$ cat config.mk
export PLATFORM = sky130hd
export DESIGN_NAME = ptw_walker
export DESIGN_NICKNAME = d
export VERILOG_FILES = /design/src/rtl/ptw_walker.sv
export SDC_FILE = /design/constraint.sdc
export NUM_CORES = 1
export LEC_CHECK = 0
export BUFFER_PORTS_ARGS = -buffer_cell sky130_fd_sc_hd__buf_4
export CELL_PAD_IN_SITES_DETAIL_PLACEMENT = 1
export CELL_PAD_IN_SITES_GLOBAL_PLACEMENT = 1
export CORE_MARGIN = 2
export CORE_UTILIZATION = 35
export CTS_CLUSTER_SIZE = 10
export DETAILED_ROUTE_END_ITERATION = 7
export PLACE_DENSITY = 0.71
export SYNTH_ARGS = -nofsm -noshare
export SYNTH_HDL_FRONTEND = slang
export SYNTH_SLANG_ARGS = --single-unit
$ cat constraint.sdc
create_clock -name clk -period 3.7 [get_ports clk]
set_input_delay 1.11 -clock clk [delete_from_list [all_inputs] [get_ports clk]]
set_output_delay 1.11 -clock clk [all_outputs]
set_load 0.01 [all_outputs]
$ cat src/rtl/ptw_walker.sv
module ptw_walker #(
  parameter int ADDR_W = 32,
  parameter int OFF_W  = 12,
  parameter int IDX_W  = 10
) (
  input  logic                        clk,
  input  logic                        rst_n,
  input  logic [ADDR_W-1:0]           base_i,
  input  logic                        req_valid_i,
  input  logic [2*IDX_W-1:0]          req_vpn_i,
  output logic                        req_ready_o,
  output logic                        mem_req_o,
  output logic [ADDR_W-1:0]           mem_addr_o,
  input  logic                        mem_rvalid_i,
  input  logic [ADDR_W-1:0]           mem_rdata_i,
  output logic                        rsp_valid_o,
  output logic                        rsp_fault_o,
  output logic [ADDR_W-OFF_W-1:0]     rsp_pfn_o
);
  localparam int VPN_W  = 2 * IDX_W;
  localparam int PFN_W  = ADDR_W - OFF_W;
  localparam int ENT_SH = 2;
  localparam int PAD_W  = ADDR_W - IDX_W - ENT_SH;

  typedef enum logic [1:0] {S_IDLE, S_DIR, S_TBL, S_DONE} st_t;

  st_t               st;
  logic [VPN_W-1:0]  vpn_q;
  logic [ADDR_W-1:0] base_q;
  logic [PFN_W-1:0]  tbl_q;
  logic [PFN_W-1:0]  pfn_q;
  logic              fault_q;

  logic [IDX_W-1:0]  dir_idx, tbl_idx;
  logic [ADDR_W-1:0] dir_addr, tbl_addr;
  logic              present;
  logic [PFN_W-1:0]  next_frame;

  assign dir_idx    = vpn_q[VPN_W-1:IDX_W];
  assign tbl_idx    = vpn_q[IDX_W-1:0];
  assign dir_addr   = base_q + {{PAD_W{1'b0}}, dir_idx, {ENT_SH{1'b0}}};
  assign tbl_addr   = {tbl_q, {OFF_W{1'b0}}} + {{PAD_W{1'b0}}, tbl_idx, {ENT_SH{1'b0}}};
  assign present    = mem_rdata_i[0];
  assign next_frame = mem_rdata_i[ADDR_W-1:OFF_W];

  assign req_ready_o = (st == S_IDLE);
  assign mem_req_o   = (st == S_DIR) || (st == S_TBL);
  assign mem_addr_o  = (st == S_TBL) ? tbl_addr : dir_addr;
  assign rsp_valid_o = (st == S_DONE);
  assign rsp_fault_o = fault_q;
  assign rsp_pfn_o   = pfn_q;

  always_ff @(posedge clk or negedge rst_n) begin
    if (!rst_n) begin
      st      <= S_IDLE;
      vpn_q   <= '0;
      base_q  <= '0;
      tbl_q   <= '0;
      pfn_q   <= '0;
      fault_q <= 1'b0;
    end else begin
      case (st)
        S_IDLE: if (req_valid_i) begin
          vpn_q   <= req_vpn_i;
          base_q  <= base_i;
          pfn_q   <= '0;
          fault_q <= 1'b0;
          st      <= S_DIR;
        end
        S_DIR: if (mem_rvalid_i) begin
          if (present) begin
            tbl_q <= next_frame;
            st    <= S_TBL;
          end else begin
            fault_q <= 1'b1;
            st      <= S_DONE;
          end
        end
        S_TBL: if (mem_rvalid_i) begin
          if (present) pfn_q <= next_frame;
          else         fault_q <= 1'b1;
          st <= S_DONE;
        end
        default: st <= S_IDLE;
      endcase
    end
  end

  assert_hold_addr_R7: assert property (@(posedge clk) disable iff (!rst_n)
    (mem_req_o && !mem_rvalid_i) |=> (mem_req_o && $stable(mem_addr_o)));

  assert_busy_after_accept_R8: assert property (@(posedge clk) disable iff (!rst_n)
    (req_valid_i && req_ready_o) |=> (!req_ready_o && mem_req_o));

  assert_rsp_pulse_R9: assert property (@(posedge clk) disable iff (!rst_n)
    rsp_valid_o |=> (!rsp_valid_o && req_ready_o));

  assert_rsp_after_data_R9: assert property (@(posedge clk) disable iff (!rst_n)
    rsp_valid_o |-> $past(mem_rvalid_i));

  assert_fault_no_frame_R4: assert property (@(posedge clk) disable iff (!rst_n)
    (rsp_valid_o && rsp_fault_o) |-> (rsp_pfn_o == '0));

  assert_idle_quiet_R1: assert property (@(posedge clk) disable iff (!rst_n)
    req_ready_o |-> (!mem_req_o && !rsp_valid_o));
endmodule

# Word-level counts from Yosys, hierarchy flattened

Index checks and enable logic that the tools add are counted.

Flip-flop bits (word level): 95
Input port bits: 88

Multiplexer cells: 14
Eq/ne operators: 9
Reductions and logical operators: 10
Add/sub/neg operators: 2

Operators with widths:

| cell               | count |
|---|---|
| $add 32x12->32     | 2 |
| $mux 20            | 3 |
| $pmux 20 s2        | 1 |
| $mux 32            | 1 |
| $ne 2x2->1 const B | 5 |
| $reduce_and 4->1   | 2 |
| $mux 2             | 3 |
| $pmux 2 s3         | 1 |
| $reduce_and 3->1   | 2 |
| $eq 2x2->1 const B | 2 |
| $mux 1             | 4 |
| $reduce_bool 2->1  | 2 |
| $eq 2x1->1 const B | 1 |
| $logic_not 2->1    | 1 |
| $ne 2x1->1 const B | 1 |
| $pmux 1 s2         | 1 |
| $reduce_and 2->1   | 1 |
| $reduce_or 2->1    | 1 |
| $logic_or 1x1->1   | 1 |

# Logic depth before layout (Yosys ltp)

Gate-level depths: netlist of run 1.

Depth after elaboration: 4
Mapped depth: 8
Gate-level depth less buffers: 7

# Worst setup path after synthesis of run 1

No wires, ideal clock.

Path kind: flip-flop to output port
Start: register vpn_q[10]
End: output port mem_addr_o[22]
Required time: 2.590 ns
Arrival time: 2.274 ns
Cell stages (with the launch flop): 8
Setup slack: 0.316 ns
Buffers on the path: 0
Cell sequence: dfrtp_1 ha_1 fa_1 a21o_1 a221oi_1 a21oi_1 o21ai_0 o311ai_0

Word-level cells in the longest chain between the ends: 2

Ends and longest elaborated chain:

| item                   | RTL line | text |
|---|---|---|
| start, declared        | 28       | `logic [VPN_W-1:0] vpn_q;` |
| start signal, assigned | 64       | `vpn_q <= req_vpn_i;` |
| $add 32x12->32         | 41       | `assign dir_addr = base_q + {{PAD_W{1'b0}}, dir_idx, {ENT_SH{1'b0}}};` |
| $mux 32                | 48       | `assign mem_addr_o = (st == S_TBL) ? tbl_addr : dir_addr;` |
| end, declared          | 13       | `output logic [ADDR_W-1:0] mem_addr_o,` |

Every way passes these cells.

# Final worst setup path of run 1

Start: register vpn_q[10]
End: output port mem_addr_o[16]

The elaborated chain is that of the path after synthesis.

==> run metrics, run 1 <==
Ports roughly 140; die width 124 um; die span in y approximately 120 um; H-tree depth 3; CTS buffer count 9; clock tree buffer depth 2; Flop pwr share 25.9%; syn avg cell area 10.6 sq um; status finished, violations left; Syn Std Cell Area 5000 sq um; hold_sp rsp_pfn_o[13]; Slew Viols, Final 0; Post-Place Cell Area 6270 sq um; Cell Rows 43; Crit. End Element output pin; via/cell ratio 5.33; grt total ovfl 0; most frequent cells in the layout 164 x buf_4, 95 x dfrtp_1, 75 x mux2_2, 68 x nand2_1, 33 x nand3_1; origin of the critical flop-to-flop path st[0]; Max transition margin 37.2%; CTS tree done; Layout fillers 1539; largest net degree at the start of global routing 66; crit share post-route 102%; library cells used by synthesis 47; worst reg2reg endpoint rsp_pfn_o[10]; EDFF count, synth 0; async set or reset register ratio after synthesis 100%; leakage power around 3.2 nW; Antenna Nets Post-Route 0; Core Area around 14000 sq um; Critical Path RT around 2.6 ns; FF-to-FF setup slack between 1.5 and 2 ns; post-route minimum period 3.76 ns; number of cells on the worst reg-to-reg path 7; crit path max fanout 5; Post-synth top flop dfrtp_1; Antenna Cells 0; GP Congestion 0.792; Final setup viols 7; total net switching power 3.28 mW; Final Util approximately half; power density over cell area 1110 nW/um^2; DR DRC count 0; starting density of the core 35.9%; Hold Path End rsp_pfn_o[13]; Peak supply drop around 0.58 mV; Worst Skew about 0.0044 ns; clock slew at reported path FFs 0.06 ns; Clock Latency Late Sink 0.34 ns; arrival time worst endpoint about 2.7 ns; crit path kind flip-flop to output pin; Max-cap violations 0; layout cells sized above 1 between 40 and 50%; combinational power share 63.0%; gr usage total between 20% and 30%; final hold violations 0; first-pass GRT wire length 23600 um; commonest non-fill, non-tap cell in the layout buf_4; Nets about 730; Int Power 4.49 mW; Worst Slack Setup Final -0.0558 ns; initial antenna violation count 0; number of synthesized register bits 95; Initial DRC Count 157; clock group share of total power 11.0%; final WL 15300 um; vias in the first global route 4518; Ys Warns 0; CTS Sinks 95; DRT Pass-1 Iters 4; hold buffer count at cts 0; hold crit path type flip-flop to flip-flop; synthesis-to-layout area growth 40.4%; final instance area 7020 sq um; hold slack 0.468 ns; Detailed Place HPWL 10600 um; total chip power around 7.8 mW; crit start category flip-flop; Worst Tran Pin Value roughly 0.94 ns; Max Freq ~270 MHz; Sw Ratio 42.3%; failing checks setup timing; IO Port Bufs 132; Hold Crit Depth 2; Syn Nets 576; RSZ-0062 raised after global routing yes; CTS Root Cell clkbuf_16; Die Area 15300 sq um; share of the yosys chip area belonging to registers 47.5%; post-detailed-route wirelength per cell 18.8 um; Cells after Synth between 400 and 500; total number of vias 4330
-- what timing repair did --
action / in CTS / in global routing
hold endpoints to repair: 0 / 0
buffers inserted: 8 / 13
cloned: 2 / 1
endpoints found under the setup margin: 22 / 21
gates resized for setup: 36 / 25
pin swaps: 24 / 25
-- flip-flops by register name (all words and copies together), names as in the netlist --
signal,cells
base_q,32
tbl_q,20
vpn_q,20
rsp_pfn_o,20
rsp_fault_o,1
st,2
-- cell usage after synthesis, types with 3 or more instances --
cell type  number  share of area [%]
dfrtp_1        95                 48
mux2_2         75                 17
nand2_1        70                5.3
nand3_1        35                3.5
clkbuf_1       20                1.5
nor2_1         19                1.4
ha_1           14                3.5
o21ai_0        14                1.4
o311ai_0       13                2.3
inv_1          11               0.83
a31oi_1        10                1.3
o31ai_1         9                1.4
a21oi_1         8               0.80
or3_1           7               0.88
nand4_1         6               0.75
or4_1           6               0.90
a21o_1          5               0.75
or2_2           5               0.63
a211oi_1        4               0.60
and3_1          4               0.50
buf_1           4               0.30
nor2b_1         4               0.50
xnor2_1         4               0.70
xor2_1          3               0.53
-- critical path: stages (launching register included) --
cell and delay, ns:
dfrtp_1 0.38, ha_2 0.20, fa_2 0.35, a21o_1 0.23, a221oi_4 0.32, a21oi_2 0.14, o21ai_1 0.15, buf_4 0.18
o311ai_1 0.16, buf_4 0.20
-- cells by family after synthesis --
family          share of synthesized area, %
mux                                     16.9
buf+inv                                 3.05
compound gates                          12.0
fa+ha+maj                               3.90
xor+xnor                                1.23
flops                                   47.5
simple gates                            15.4
-- per-layer routing --
metal / part of all wire, % / global-route usage (%)
met2: 48 / 33.6
met3: 6.1 / 4.38
met1: 44 / 26.1
met4: 2.1 / 7.03
met5: 0 / 0
-- through the flow --
stage	setup TNS [ns]	instances	worst slack, ns
final	-0.195	813	-0.0558
after global routing	-1.08	813	-0.113
after CTS	-0.691	800	-0.0970
after detailed placement	-0.00536	777	-0.00536
after global placement	0	777	0.0636
after floorplan	0	473	0.316
-- power groups by stage --
| stage | Combinational [mW] | Sequential [mW] | Clock, mW |
|---|---|---|---|
| 4_1_cts | 4.58 | 1.99 | 0.888 |
| 6_report | 4.90 | 2.01 | 0.858 |
| 5_1_grt | 5.32 | 2.08 | 0.927 |
| 2_1_floorplan | 2.40 | 1.89 | 0 |
| 3_3_place_gp | 3.97 | 1.93 | 0 |
| 3_5_place_dp | 4.05 | 1.97 | 0 |
-- final cells by class --
type                            instances  area, sq um  share of cell area, %
Multi-Input combinational cell        341         2790                   39.7
Sequential cell                        95         2380                   33.8
Timing Repair Buffer                  172         1330                   18.9
Clock buffer                           13          260                   3.71
Tap cell                              180          225                   3.21
Inverter                               11         41.3                  0.588
Clock inverter                          1         5.00                 0.0713
-- worst max path at each step --
stage	start	to	cells past startpoint
floorplan	vpn_q[10]	mem_addr_o[22]	7
global placement	vpn_q[10]	mem_addr_o[30]	9
detailed placement	vpn_q[10]	mem_addr_o[16]	9
CTS	base_q[2]	mem_addr_o[16]	9
global route	vpn_q[10]	mem_addr_o[16]	9
finish	vpn_q[10]	mem_addr_o[16]	9
Note: power is estimated with default switching activity, not from simulation.
==> inputs of run 2 (changes only) <==
--- a/config.mk
+++ b/config.mk
@@ -13,6 +13,7 @@
 export CTS_CLUSTER_SIZE = 10
 export DETAILED_ROUTE_END_ITERATION = 7
 export PLACE_DENSITY = 0.71
+export REMOVE_ABC_BUFFERS = 1
 export SYNTH_ARGS = -nofsm -noshare
 export SYNTH_HDL_FRONTEND = slang
 export SYNTH_SLANG_ARGS = --single-unit
==> constraint.sdc (replaced) <==
create_clock -name clk -period 3.47 [get_ports clk]
set_input_delay 1.041 -clock clk [delete_from_list [all_inputs] [get_ports clk]]
set_output_delay 1.041 -clock clk [all_outputs]
set_load 0.01 [all_outputs]
==> run metrics, run 2 (synthesized netlist as in run 1, its figures left out) <==
placed cells 783; Layout Cells excl Fill 830; CTS tree done; IO Port Bufs 132; Post-Place Cell Area 6330 sq um; H-tree depth 3; die width 124 um; combinational power share 65.9%; total number of vias 4446; synthesis-to-layout area growth 50.1%; hold buffer count at cts 0; Int Power 5.37 mW; area of the multi-input gates 3020 sq um; Cell Rows 43; Detailed Place HPWL approximately 11000 um; commonest non-fill, non-tap cell in the layout buf_4; Final setup viols 22; DRT Pass-1 Iters 5; Ports 144; Reg area 2380 sq um; first-pass GRT wire length about 25000 um; Worst Slack Setup Final -0.274 ns; post-route minimum period 3.74 ns; Flop pwr share 23.1%; CTS Sinks 95; setup_tns -4.19 ns; most frequent cells in the layout 160 x buf_4, 92 x dfrtp_1, 75 x mux2_2, 68 x nand2_1, 32 x nand3_1; worst reg2reg endpoint rsp_pfn_o[16]; Antenna Nets Post-Route 0; Critical Path RT roughly 2.4 ns; DR DRC count 0; Max transition margin 55.3%; grt total ovfl 0; Core Area 13900 sq um; Worst Tran Pin Value about 0.67 ns; CTS buffer count 9; Layout fillers 1476; RSZ-0062 raised after global routing yes; arrival time worst endpoint 2.70 ns; Top reg by flops base_q; Die Area 15300 sq um; Crit. End Element output pin; Peak supply drop 0.752 mV; status finished, violations left; crit start category flip-flop; Initial DRC Count 122; number of cells on the worst reg-to-reg path 8; Clock Latency Late Sink about 0.36 ns; CTS Root Cell clkbuf_16; total net switching power approximately 4 mW; Max-cap violations 0; Antenna Cells 0; clock group share of total power between 10% and 20%; max FFs per register 32; hold slack 0.467 ns; Worst Skew 0.00721 ns; FF-to-FF setup slack 1.09 ns; final hold violations 0; gr usage total 21.6%; final WL 16600 um; hold crit path type flip-flop to flip-flop; via/cell ratio approximately 5.4; crit share post-route 108%; initial antenna violation count 0; Nets 750; clock tree buffer depth 2; final instance area 7510 sq um; failing checks setup timing; GP Congestion 0.879; starting density of the core between 30 and 40%; die span in y about 120 um; clock slew at reported path FFs ~0.070 ns; layout cells sized above 1 54.0%; post-detailed-route wirelength per cell 20.0 um; power density over cell area 1240 nW/um^2; Slew Viols, Final 0; crit path max fanout 6; Max Freq 267 MHz; leakage power between 3 and 4 nW; Sw Ratio 42.5%; crit path kind flip-flop to output pin; Worst Setup EP mem_addr_o[20]; largest net degree at the start of global routing 54; vias in the first global route 4668; worst setup path start vpn_q[14]; origin of the critical flop-to-flop path st[0]
run 2: cell types whose count changed in the layout (fill, tap and decap cells not counted), sizes merged:
cell / change
clkinv: +1
inv: -1
clkbuf: -2
buf: +17
clkinvlp: +1
bufinv: +1
run 2: how the worst min path moves through the flow:
stage          slack, ns  cells past startpoint          from           end
2_1_floorplan       0.47                      1     base_q[0]     base_q[0]
3_3_place_gp        0.45                      2  rsp_pfn_o[6]  rsp_pfn_o[6]
3_5_place_dp        0.46                      2  rsp_pfn_o[2]  rsp_pfn_o[2]
4_1_cts             0.47                      2  rsp_pfn_o[2]  rsp_pfn_o[2]
5_1_grt             0.49                      2  rsp_pfn_o[2]  rsp_pfn_o[2]
6_report            0.47                      2  rsp_pfn_o[2]  rsp_pfn_o[2]
run 2: final cells by class:
type | instances | share of cell area, %
Clock buffer | 11 | 3.37
Clock inverter | 3 | 0.583
Inverter | 11 | 0.600
Multi-Input combinational cell | 341 | 40.2
Sequential cell | 95 | 31.7
Tap cell | 180 | 3.00
Timing Repair Buffer | 189 | 20.6
run 2: what timing repair did:
action,in CTS,in global routing
buffers inserted,17,14
cloned,2,1
pin swaps,31,35
setup endpoints to repair,23,24
resized for setup,56,69
run 2: layer usage:
layer	track usage, %	up-vias	wire length (um)
met5	0	-	0
met2	38.9	102	8880
met4	6.32	0	270
met1	26.2	2257	6730
met3	3.87	21	741
li1	-	2066	-
run 2: through the flow:
step                setup WS [ns]  util [%]  power, mW
finish                     -0.274      53.9       9.33
CTS                        -0.210      50.7       8.30
global placement           -0.153      45.4       6.33
detailed placement         -0.176      45.4       6.51
floorplan                  -0.369         -       4.50
global route               -0.361      53.9       9.93
run 2: power groups by stage:
stage	clock [mW]	sequential (mW)	combinational, mW
after detailed placement	0	2.09	4.42
after CTS	1.04	2.12	5.14
after global routing	1.09	2.23	6.62
final	1.02	2.15	6.15
after global placement	0	2.04	4.29
after floorplan	0	2.01	2.48
run 2: worst max-delay path, cell delays in order, from the launching register on:
cell and delay [ns]:
dfrtp_1 0.42, ha_4 0.32, buf_4 0.12, and3_2 0.24, a221oi_4 0.09, buf_4 0.15, buf_6 0.12, or4_1 0.53
a31oi_2 0.20, buf_4 0.15
==> inputs of run 3 (changes only) <==
--- a/config.mk
+++ b/config.mk
@@ -8,10 +8,12 @@
 export BUFFER_PORTS_ARGS = -buffer_cell sky130_fd_sc_hd__buf_4
 export CELL_PAD_IN_SITES_DETAIL_PLACEMENT = 1
 export CELL_PAD_IN_SITES_GLOBAL_PLACEMENT = 1
+export CORE_ASPECT_RATIO = 0.9
 export CORE_MARGIN = 2
 export CORE_UTILIZATION = 35
 export CTS_CLUSTER_SIZE = 10
 export DETAILED_ROUTE_END_ITERATION = 7
+export GPL_ROUTABILITY_DRIVEN = 0
 export PLACE_DENSITY = 0.71
 export REMOVE_ABC_BUFFERS = 1
 export SYNTH_ARGS = -nofsm -noshare
==> run metrics, run 3 (synthesized netlist as in run 1, its figures left out) <==
status finished, violations left; failing checks setup timing; gr usage total 21.2%; Critical Path RT 2.43 ns; leakage power 3.36 nW; Max transition margin between 50% and 60%; final WL about 17000 um; Antenna Cells 0; DRT Pass-1 Iters 4; Clock Latency Late Sink 0.35 ns; Max Freq 268 MHz; post-detailed-route wirelength per cell 19.7 um; total chip power 9.28 mW; layout cells sized above 1 between 50% and 60%; Top reg by flops base_q; die span in y 117 um; CTS Root Cell clkbuf_16; crit-path max cell delay approximately 0.4 ns; final hold violations 0; clock slew at reported path FFs 0.06 ns; combinational power share 64.3%; Die Area 15300 sq um; Layout fillers 1497; crit path max fanout 5; clock tree buffer depth 2; Antenna Nets Post-Route 0; Slew Viols, Final 0; starting density of the core 35.7%; commonest non-fill, non-tap cell in the layout buf_4; most frequent cells in the layout 167 x buf_4, 92 x dfrtp_1, 75 x mux2_2, 68 x nand2_1, 31 x nand3_1; max FFs per register 32; Final Util between 50% and 60%; Crit. End Element output pin; IO Port Bufs roughly 130; total net switching power 3.87 mW; Int Power ~5.4 mW; Detailed Place HPWL 10900 um; Worst Skew around 0.0059 ns; CTS tree done; total number of vias 4515; synthesis-to-layout area growth 49.4%; Sw Ratio 41.7%; Slowest-stage cell, CP dfrtp_1; CTS buffer count 9; Nets 748; Layout Cells excl Fill about 840; vias in the first global route 4827; Flop pwr share 23.3%; Ports between 100 and 150; H-tree depth 3; crit share post-route 108%; clock group share of total power between 10% and 20%; arrival time worst endpoint 2.69 ns; Final setup viols 20; Peak supply drop between 0.6 and 0.7 mV; RSZ-0062 raised after global routing yes; initial antenna violation count 0; Core Area 14000 sq um; crit start category flip-flop; first-pass GRT wire length 25300 um; crit path kind flip-flop to output pin; post-route minimum period 3.73 ns; Cell Rows 41; DR DRC count 0; crit path cell chain ha_4 -> fa_2 -> a21o_4 -> a221oi_4 -> a21oi_2 -> o21ai_2 -> buf_6 -> o311ai_1 -> buf_4; placed cells 797; power density over cell area approximately 1200 nW/um^2; Worst Slack Setup Final -0.264 ns; Worst Tran Pin Value 0.715 ns; Initial DRC Count 230; CTS Sinks between 90 and 100; grt total ovfl 0; hold crit path type flip-flop to flip-flop; largest net degree at the start of global routing 52; die width 130 um; Max-cap violations 0; via/cell ratio between 5 and 6
run 3: cell type report:
type | count | area (sq um) | share of cell area [%]
Timing Repair Buffer | 187 | 1490 | 19.9
Tap cell | 193 | 241 | 3.23
Inverter | 11 | 41.3 | 0.552
Clock inverter | 3 | 90.1 | 1.21
Sequential cell | 95 | 2380 | 31.9
Multi-Input combinational cell | 341 | 2980 | 39.9
Clock buffer | 13 | 250 | 3.35
run 3: final timing paths:
kind,cells past startpoint,endpoint,slack [ns],from
worst max-delay path,9,mem_addr_o[22],-0.26,base_q[2]
worst min-delay path,2,rsp_pfn_o[3],0.47,rsp_pfn_o[3]
worst max register to register,6,rsp_pfn_o[16],1.41,st[0]
worst min register to register,2,rsp_pfn_o[3],0.47,rsp_pfn_o[3]
max in group asynchronous,2,base_q[17],1.93,rst_n
min in group asynchronous,1,vpn_q[0],0.72,rst_n
run 3: worst max-delay path, delay by kind of cell, from the launching register on:
kind | cells | cell delay [ns]
AOI/OAI and AO/OA | 5 | 1.02
adders and majority gates | 2 | 0.57
DFF | 1 | 0.41
buffers and inverters | 2 | 0.36
run 3: per-stage QoR:
| step | hold slack (ns) | setup TNS (ns) | setup WS (ns) | area (sq um) |
|---|---|---|---|---|
| 6_report | 0.473 | -3.27 | -0.264 | 7470 |
| 5_1_grt | 0.499 | -4.87 | -0.332 | 7470 |
| 4_1_cts | 0.478 | -2.81 | -0.206 | 7090 |
| 3_5_place_dp | 0.463 | -0.288 | -0.0925 | 6340 |
| 3_3_place_gp | 0.453 | -0.126 | -0.0710 | 6340 |
| 2_1_floorplan | 0.471 | -4.85 | -0.369 | 4890 |
run 3: layer usage:
metal | track usage [%] | wire [um] | vias up
met4 | 4.50 | 228 | 0
met3 | 6.89 | 1210 | 19
met2 | 34.8 | 8180 | 133
met1 | 27.3 | 6950 | 2293
met5 | 0 | 0 | -
li1 | - | - | 2070
run 3: repair_timing:
action	in CTS	in global routing
hold buffers	0	0
gates resized for setup	51	68
setup buffers	18	12
endpoints found under the hold margin	0	0
gates cloned	2	0
endpoints found under the setup margin	23	24
pin swaps	34	35
run 3: power by group through the flow:
stage                     Clock [mW]  Combinational [mW]  Sequential [mW]
after detailed placement           0                4.43             2.09
final                           1.15                5.97             2.16
after CTS                       1.18                5.27             2.11
after floorplan                    0                2.48             2.01
after global placement             0                4.29             2.05
after global routing            1.22                6.41             2.23
